$ cat src/rtl/dm_victim_cache.sv
module dm_victim_cache #(
  parameter int ADDR_W      = 12,
  parameter int DATA_W      = 32,
  parameter int IDX_W       = 3,
  parameter int VB_DEPTH    = 2,
  parameter bit VICTIM_MODE = 1'b1,
  parameter int CNT_W       = 32
) (
  input  logic              clk,
  input  logic              rst_n,
  input  logic              req_valid,
  input  logic [ADDR_W-1:0] req_addr,
  output logic              req_ready,
  output logic              rsp_valid,
  output logic              rsp_hit,
  output logic              rsp_side,
  output logic [DATA_W-1:0] rsp_data,
  output logic              mem_req,
  output logic [ADDR_W-1:0] mem_addr,
  input  logic              mem_rsp_valid,
  input  logic [DATA_W-1:0] mem_rsp_data,
  output logic [CNT_W-1:0]  cnt_hit,
  output logic [CNT_W-1:0]  cnt_side,
  output logic [CNT_W-1:0]  cnt_miss
);
  localparam int SETS  = 1 << IDX_W;
  localparam int TAG_W = ADDR_W - IDX_W;
  localparam int AGE_W = (VB_DEPTH > 1) ? $clog2(VB_DEPTH) : 1;

  typedef enum logic [1:0] {ST_IDLE, ST_LOOK, ST_FILL} st_t;
  st_t state;

  logic [SETS-1:0]     m_val;
  logic [TAG_W-1:0]    m_tag [SETS];
  logic [DATA_W-1:0]   m_dat [SETS];
  logic [VB_DEPTH-1:0] v_val;
  logic [ADDR_W-1:0]   v_addr [VB_DEPTH];
  logic [DATA_W-1:0]   v_dat  [VB_DEPTH];
  logic [AGE_W-1:0]    v_age  [VB_DEPTH];
  logic [ADDR_W-1:0]   q_addr;

  wire [IDX_W-1:0]  in_idx = req_addr[IDX_W-1:0];
  wire [IDX_W-1:0]  q_idx  = q_addr[IDX_W-1:0];
  wire [TAG_W-1:0]  q_tag  = q_addr[ADDR_W-1:IDX_W];
  wire              main_hit = m_val[in_idx] && (m_tag[in_idx] == req_addr[ADDR_W-1:IDX_W]);
  wire [ADDR_W-1:0] evict_addr = {m_tag[q_idx], q_idx};

  assign req_ready = (state == ST_IDLE);
  assign mem_req   = (state == ST_FILL);
  assign mem_addr  = q_addr;

  logic             v_hit, free_found;
  logic [AGE_W-1:0] v_sel, r_sel;

  always_comb begin
    v_hit = 1'b0;
    v_sel = '0;
    for (int i = 0; i < VB_DEPTH; i++)
      if (v_val[i] && v_addr[i] == q_addr) begin
        v_hit = 1'b1;
        v_sel = AGE_W'(i);
      end
  end

  always_comb begin
    r_sel = '0;
    free_found = 1'b0;
    for (int i = 0; i < VB_DEPTH; i++)
      if (!v_val[i] && !free_found) begin
        r_sel = AGE_W'(i);
        free_found = 1'b1;
      end
    if (!free_found)
      for (int i = 0; i < VB_DEPTH; i++)
        if (v_age[i] == AGE_W'(VB_DEPTH - 1)) r_sel = AGE_W'(i);
  end

  wire side_done = (state == ST_LOOK) && v_hit;
  wire fill_done = (state == ST_FILL) && mem_rsp_valid;
  wire fill_ins  = fill_done && (!VICTIM_MODE || m_val[q_idx]);
  wire touch_en  = side_done || fill_ins;
  wire [AGE_W-1:0] touch_sel = side_done ? v_sel : r_sel;

  always_ff @(posedge clk) begin
    if (!rst_n) begin
      state     <= ST_IDLE;
      m_val     <= '0;
      v_val     <= '0;
      rsp_valid <= 1'b0;
      rsp_hit   <= 1'b0;
      rsp_side  <= 1'b0;
      cnt_hit   <= '0;
      cnt_side  <= '0;
      cnt_miss  <= '0;
      for (int i = 0; i < VB_DEPTH; i++) v_age[i] <= AGE_W'(i);
    end else begin
      rsp_valid <= 1'b0;
      rsp_hit   <= 1'b0;
      rsp_side  <= 1'b0;
      if (touch_en)
        for (int i = 0; i < VB_DEPTH; i++)
          if (AGE_W'(i) == touch_sel) v_age[i] <= '0;
          else if (v_age[i] < v_age[touch_sel]) v_age[i] <= v_age[i] + 1'b1;
      case (state)
        ST_IDLE: if (req_valid) begin
          q_addr <= req_addr;
          if (main_hit) begin
            rsp_valid <= 1'b1;
            rsp_hit   <= 1'b1;
            rsp_data  <= m_dat[in_idx];
            cnt_hit   <= cnt_hit + {{(CNT_W-1){1'b0}}, ~&cnt_hit};
          end else state <= ST_LOOK;
        end
        ST_LOOK: if (v_hit) begin
          rsp_valid      <= 1'b1;
          rsp_side       <= 1'b1;
          rsp_data       <= v_dat[v_sel];
          m_val[q_idx]   <= 1'b1;
          m_tag[q_idx]   <= q_tag;
          m_dat[q_idx]   <= v_dat[v_sel];
          cnt_side       <= cnt_side + {{(CNT_W-1){1'b0}}, ~&cnt_side};
          if (VICTIM_MODE) begin
            v_val[v_sel]  <= m_val[q_idx];
            v_addr[v_sel] <= evict_addr;
            v_dat[v_sel]  <= m_dat[q_idx];
          end
          state <= ST_IDLE;
        end else begin
          cnt_miss <= cnt_miss + {{(CNT_W-1){1'b0}}, ~&cnt_miss};
          state    <= ST_FILL;
        end
        ST_FILL: if (mem_rsp_valid) begin
          rsp_valid    <= 1'b1;
          rsp_data     <= mem_rsp_data;
          m_val[q_idx] <= 1'b1;
          m_tag[q_idx] <= q_tag;
          m_dat[q_idx] <= mem_rsp_data;
          if (fill_ins) begin
            v_val[r_sel]  <= 1'b1;
            v_addr[r_sel] <= VICTIM_MODE ? evict_addr : q_addr;
            v_dat[r_sel]  <= VICTIM_MODE ? m_dat[q_idx] : mem_rsp_data;
          end
          state <= ST_IDLE;
        end
        default: state <= ST_IDLE;
      endcase
    end
  end


  main_hit_timing_chk: assert property (@(posedge clk) disable iff (!rst_n)
    rsp_valid && rsp_hit |-> $past(req_valid && req_ready));

  side_hit_timing_chk: assert property (@(posedge clk) disable iff (!rst_n)
    rsp_valid && rsp_side |-> $past(req_valid && req_ready, 2) && !$past(mem_req));

  refill_hold_chk: assert property (@(posedge clk) disable iff (!rst_n)
    mem_req && !mem_rsp_valid |=> mem_req && $stable(mem_addr) && !req_ready);

  flag_exclusive_chk: assert property (@(posedge clk) disable iff (!rst_n)
    $onehot0({rsp_hit, rsp_side}) && ((rsp_hit || rsp_side) -> rsp_valid));

  reset_state_chk: assert property (@(posedge clk)
    !rst_n |=> req_ready && !rsp_valid && !mem_req && cnt_hit == '0 && cnt_side == '0 && cnt_miss == '0);

  cnt_no_wrap_chk: assert property (@(posedge clk) disable iff (!rst_n)
    $past(rst_n) |-> cnt_hit >= $past(cnt_hit) && cnt_side >= $past(cnt_side) && cnt_miss >= $past(cnt_miss));
endmodule

$ cat config.mk
export PLATFORM = sky130hd
export DESIGN_NAME = dm_victim_cache
export DESIGN_NICKNAME = d
export VERILOG_FILES = /design/src/rtl/dm_victim_cache.sv
export SDC_FILE = /design/constraint.sdc
export NUM_CORES = 1
export LEC_CHECK = 0
export BUFFER_PORTS_ARGS = -buffer_cell sky130_fd_sc_hd__buf_2
export CAP_MARGIN = 25
export CELL_PAD_IN_SITES_DETAIL_PLACEMENT = 2
export CELL_PAD_IN_SITES_GLOBAL_PLACEMENT = 2
export CORE_UTILIZATION = 41
export CTS_BUF_LIST = sky130_fd_sc_hd__clkbuf_8
export DETAILED_ROUTE_END_ITERATION = 10
export PLACE_DENSITY = 0.79
export SLEW_MARGIN = 20
export SYNTH_ARGS = -nofsm -noshare
export SYNTH_HDL_FRONTEND = slang
export SYNTH_SLANG_ARGS = --single-unit
$ cat constraint.sdc
create_clock -name clk -period 6.6 [get_ports clk]
set_clock_uncertainty 0.05 [all_clocks]
set_input_delay 1.32 -clock clk [delete_from_list [all_inputs] [get_ports clk]]
set_output_delay 1.32 -clock clk [all_outputs]
set_load 0.03 [all_outputs]
==> run summary <==
Clock power frac - 34.2%
Num CTS Buffers - 99
Syn nets - 1763
Area of the multi-input gates - 9510 sq um
Largest net degree at the start of global routing - 67
Avg Cell Area, Syn - 15.3 sq um
Die X-Extent - 254 microns
Slowest CP cell - mux4_1
I/O pin total - 193
Max Fanout on Critical Path - 40
Final slew viol count - 0
Design area - 30100 sq um
Fill cell count - 5888
DRC Markers - 0
Nets@finish - 1975
Power, Total - 9.47 mW
Die height - 254 microns
CTS tree - yes
Slew HR - 29.2%
Initial antenna violation count - 3
Gpl congestion - 0.754
Post-synthesis cell area - 26100 sq um
Net Sw Frac - 31.2%
Maximum VDD drop - 0.000240 V
Critical Path RT - 6.87 ns
Via/cell ratio - 6.05
# H-tree levels - 3
Worst Path Buf+Inv - 2
Final hold violations - 0
Sequential cell area - 16200 sq um
CP delay by family, top - simple AND/OR/NAND/NOR gates
Power Dens Cells - 315 nW/um^2
First-pass GRT wire length - 123000 microns
Core ar. - 63000 sq um
Clk buf depth - 3
R2R depth - 9
Setup ws final - 1.98 ns
Routed via count - 17200
Post-synth top cells - edfxtp_1, mux4_2, dfxtp_1, mux2_2, a21oi_1
Setup WS pre-CTS - 1.37 ns
Synth top area share - 53.1%
Clock-pin slew on the worst setup and hold paths - 0.05 ns
Starting density of the core - 41.5%
Post-Place Cells - 2657
Fmax achieved - 216 MHz
CTS root buffer - clkbuf_8
Internal - 6.52 mW
Synthesis-stage register bit count - 576
CP cell instances - buf_4 > mux4_1 > mux2i_1 > xnor2_1 > nor4_4 > and4_1 > nor2_1 > nor4b_4 > buf_4
Critical path depth in cells - 9
HPWL Detailed - 50300 microns
Most common cell on crit path - buf_4
Primary FF master, synth - edfxtp_1
Layout cell share with drive strength beyond 1 - 31.8%
WP data arrival - 4.89 ns
Setup bufs post-CTS - 0
Max-cap violation count - 0
Wire per inst - 29.3 microns
RSZ-0062 raised after global routing - false
CP endpoint kind - flip-flop
Seq/Total Area, Yosys - 61.8%
Final Instance Count excl. Fillers - 2849
Critical path class - in -> reg
Vias in the first global route - 18900
Hold WC Path Type - reg -> reg
Clk sinks - 576
DRT iter0 DRCs - 1422
Mapped Cells - 1705
Min-Delay Path Depth - 2
Post-synth ARST share - 0%
Worst-Skew Late Latency - 0.73 ns
Synth warn - 0
Port Buffers - 192
Total gr overflow - 0
Worst slew pin tran - 1.06 ns
Seq pwr share - 45.8%
Leak Pwr - 10.0 nW
Setup_tns - 0 ns
Total die area - 64700 sq um
Period utilisation layout - 70.1%
Fin crit period - 4.62 ns
Count leader, synth - edfxtp_1
Status - complete, no violations
Synth area leaders - edfxtp_1, mux4_2, dfxtp_1, mux2_2, xnor2_1
Switching Power - 2.96 mW
Post-Route WL - 83400 microns
CP peak stage delay - 0.67 ns
DRT Pass-1 Iters - 5
Area grow syn2layout - 15.2%
Post-layout util - 47.8%
Antenna-violating nets left - 0
Dominant cell type by area after synthesis - edfxtp_1
Final setup fails - 0
Synth cell types - 54
# hold bufs at CTS - 0
Post-synth EDFFs - 462
Area of placed instances - 28100 sq um
Global Route Usage Sum - 25.8%
Num rows - 92
Resize count post-CTS - 0
WHS - 0.442 ns
Type of origin of the critical path - input pin
Comb pwr share - 20.0%
-- worst reg2reg max path, cell delays in order, from the launching register on --
cell      delay (ns)
edfxtp_1        0.86
xnor2_1         0.22
nand3_1         0.13
nor4_2          0.29
buf_4           0.26
o21ai_0         0.24
nand2_1         0.23
nand3b_1        0.32
nor2_4          0.93
buf_4           0.45
-- path summary, 6_finish.rpt --
check / from / to / slack [ns]
setup / recovery: req_addr[0] / rsp_data[20]$_DFFE_PP_ / 1.98
hold / removal: cnt_hit[29]$_SDFFE_PN0P_ / cnt_hit[29]$_SDFFE_PN0P_ / 0.44
setup reg to reg: mem_addr[0]$_DFFE_PP_ / m_dat[1][17]$_DFFE_PP_ / 2.26
hold reg to reg: cnt_hit[29]$_SDFFE_PN0P_ / cnt_hit[29]$_SDFFE_PN0P_ / 0.44
-- state kept, by name, indices dropped and copies added, names as in the netlist, named ones only --
signal     cells
rsp_valid      1
m_dat        256
cnt_side      32
v_addr        24
rsp_hit        1
m_tag         72
v_age          2
rsp_data      32
mem_addr      12
v_val          2
state          2
cnt_hit       32
rsp_side       1
cnt_miss      32
v_dat         64
m_val          8
-- final cells by class --
class / count / area share (%)
Timing Repair Buffer: 229 / 4.46
Inverter: 26 / 0.328
Sequential cell: 576 / 53.7
Antenna cell: 3 / 0.0249
Clock inverter: 84 / 1.81
Multi-Input combinational cell: 985 / 31.6
Clock buffer: 100 / 4.57
Tap cell: 846 / 3.52
-- logic make-up after synthesis --
kind of cell    after synthesis  share of synthesized area [%]
compound gates              234                           5.58
xor+xnor                     77                           2.58
fa+ha+maj                    10                          0.479
buf+inv                     144                           2.31
flops                       576                           61.8
mux                         293                           19.5
simple gates                371                           7.71
-- routing by layer --
layer	global-route usage, %	vias to the layer above	share of wire, %
met4	10.1	2	2.9
li1	-	7249	-
met3	4.91	182	5.9
met2	44.4	671	51
met1	32.1	9138	40
met5	0	-	0.020
-- cell usage in the layout, fill, tap and decap left out, types with 9 or more instances in the layout --
cell / instances
and3_1: 23
buf_4: 33
and4_1: 12
nor2b_1: 30
and2_1: 9
o21ai_0: 38
xnor2_1: 55
nor2_1: 74
nor3_1: 19
edfxtp_1: 462
buf_2: 189
or3_1: 16
clkinv_1: 39
a211oi_1: 28
or4_1: 30
mux2_2: 99
mux2i_1: 32
inv_1: 43
o31ai_1: 30
xor2_1: 22
nand2_1: 50
mux4_2: 154
clkbuf_8: 100
nand3_1: 55
a21oi_1: 84
clkinv_2: 14
a22oi_1: 26
dfxtp_1: 111
nand4_1: 23
-- power by group through the flow --
stage | Clock, mW | Combinational, mW | Sequential [mW]
2_1_floorplan | 0 | 1.15 | 4.41
3_3_place_gp | 0 | 1.71 | 4.42
3_5_place_dp | 0 | 1.82 | 4.44
4_1_cts | 3.31 | 1.85 | 4.37
5_1_grt | 3.45 | 2.00 | 4.35
6_report | 3.24 | 1.89 | 4.34
Note: power is estimated with default switching activity, not from simulation.
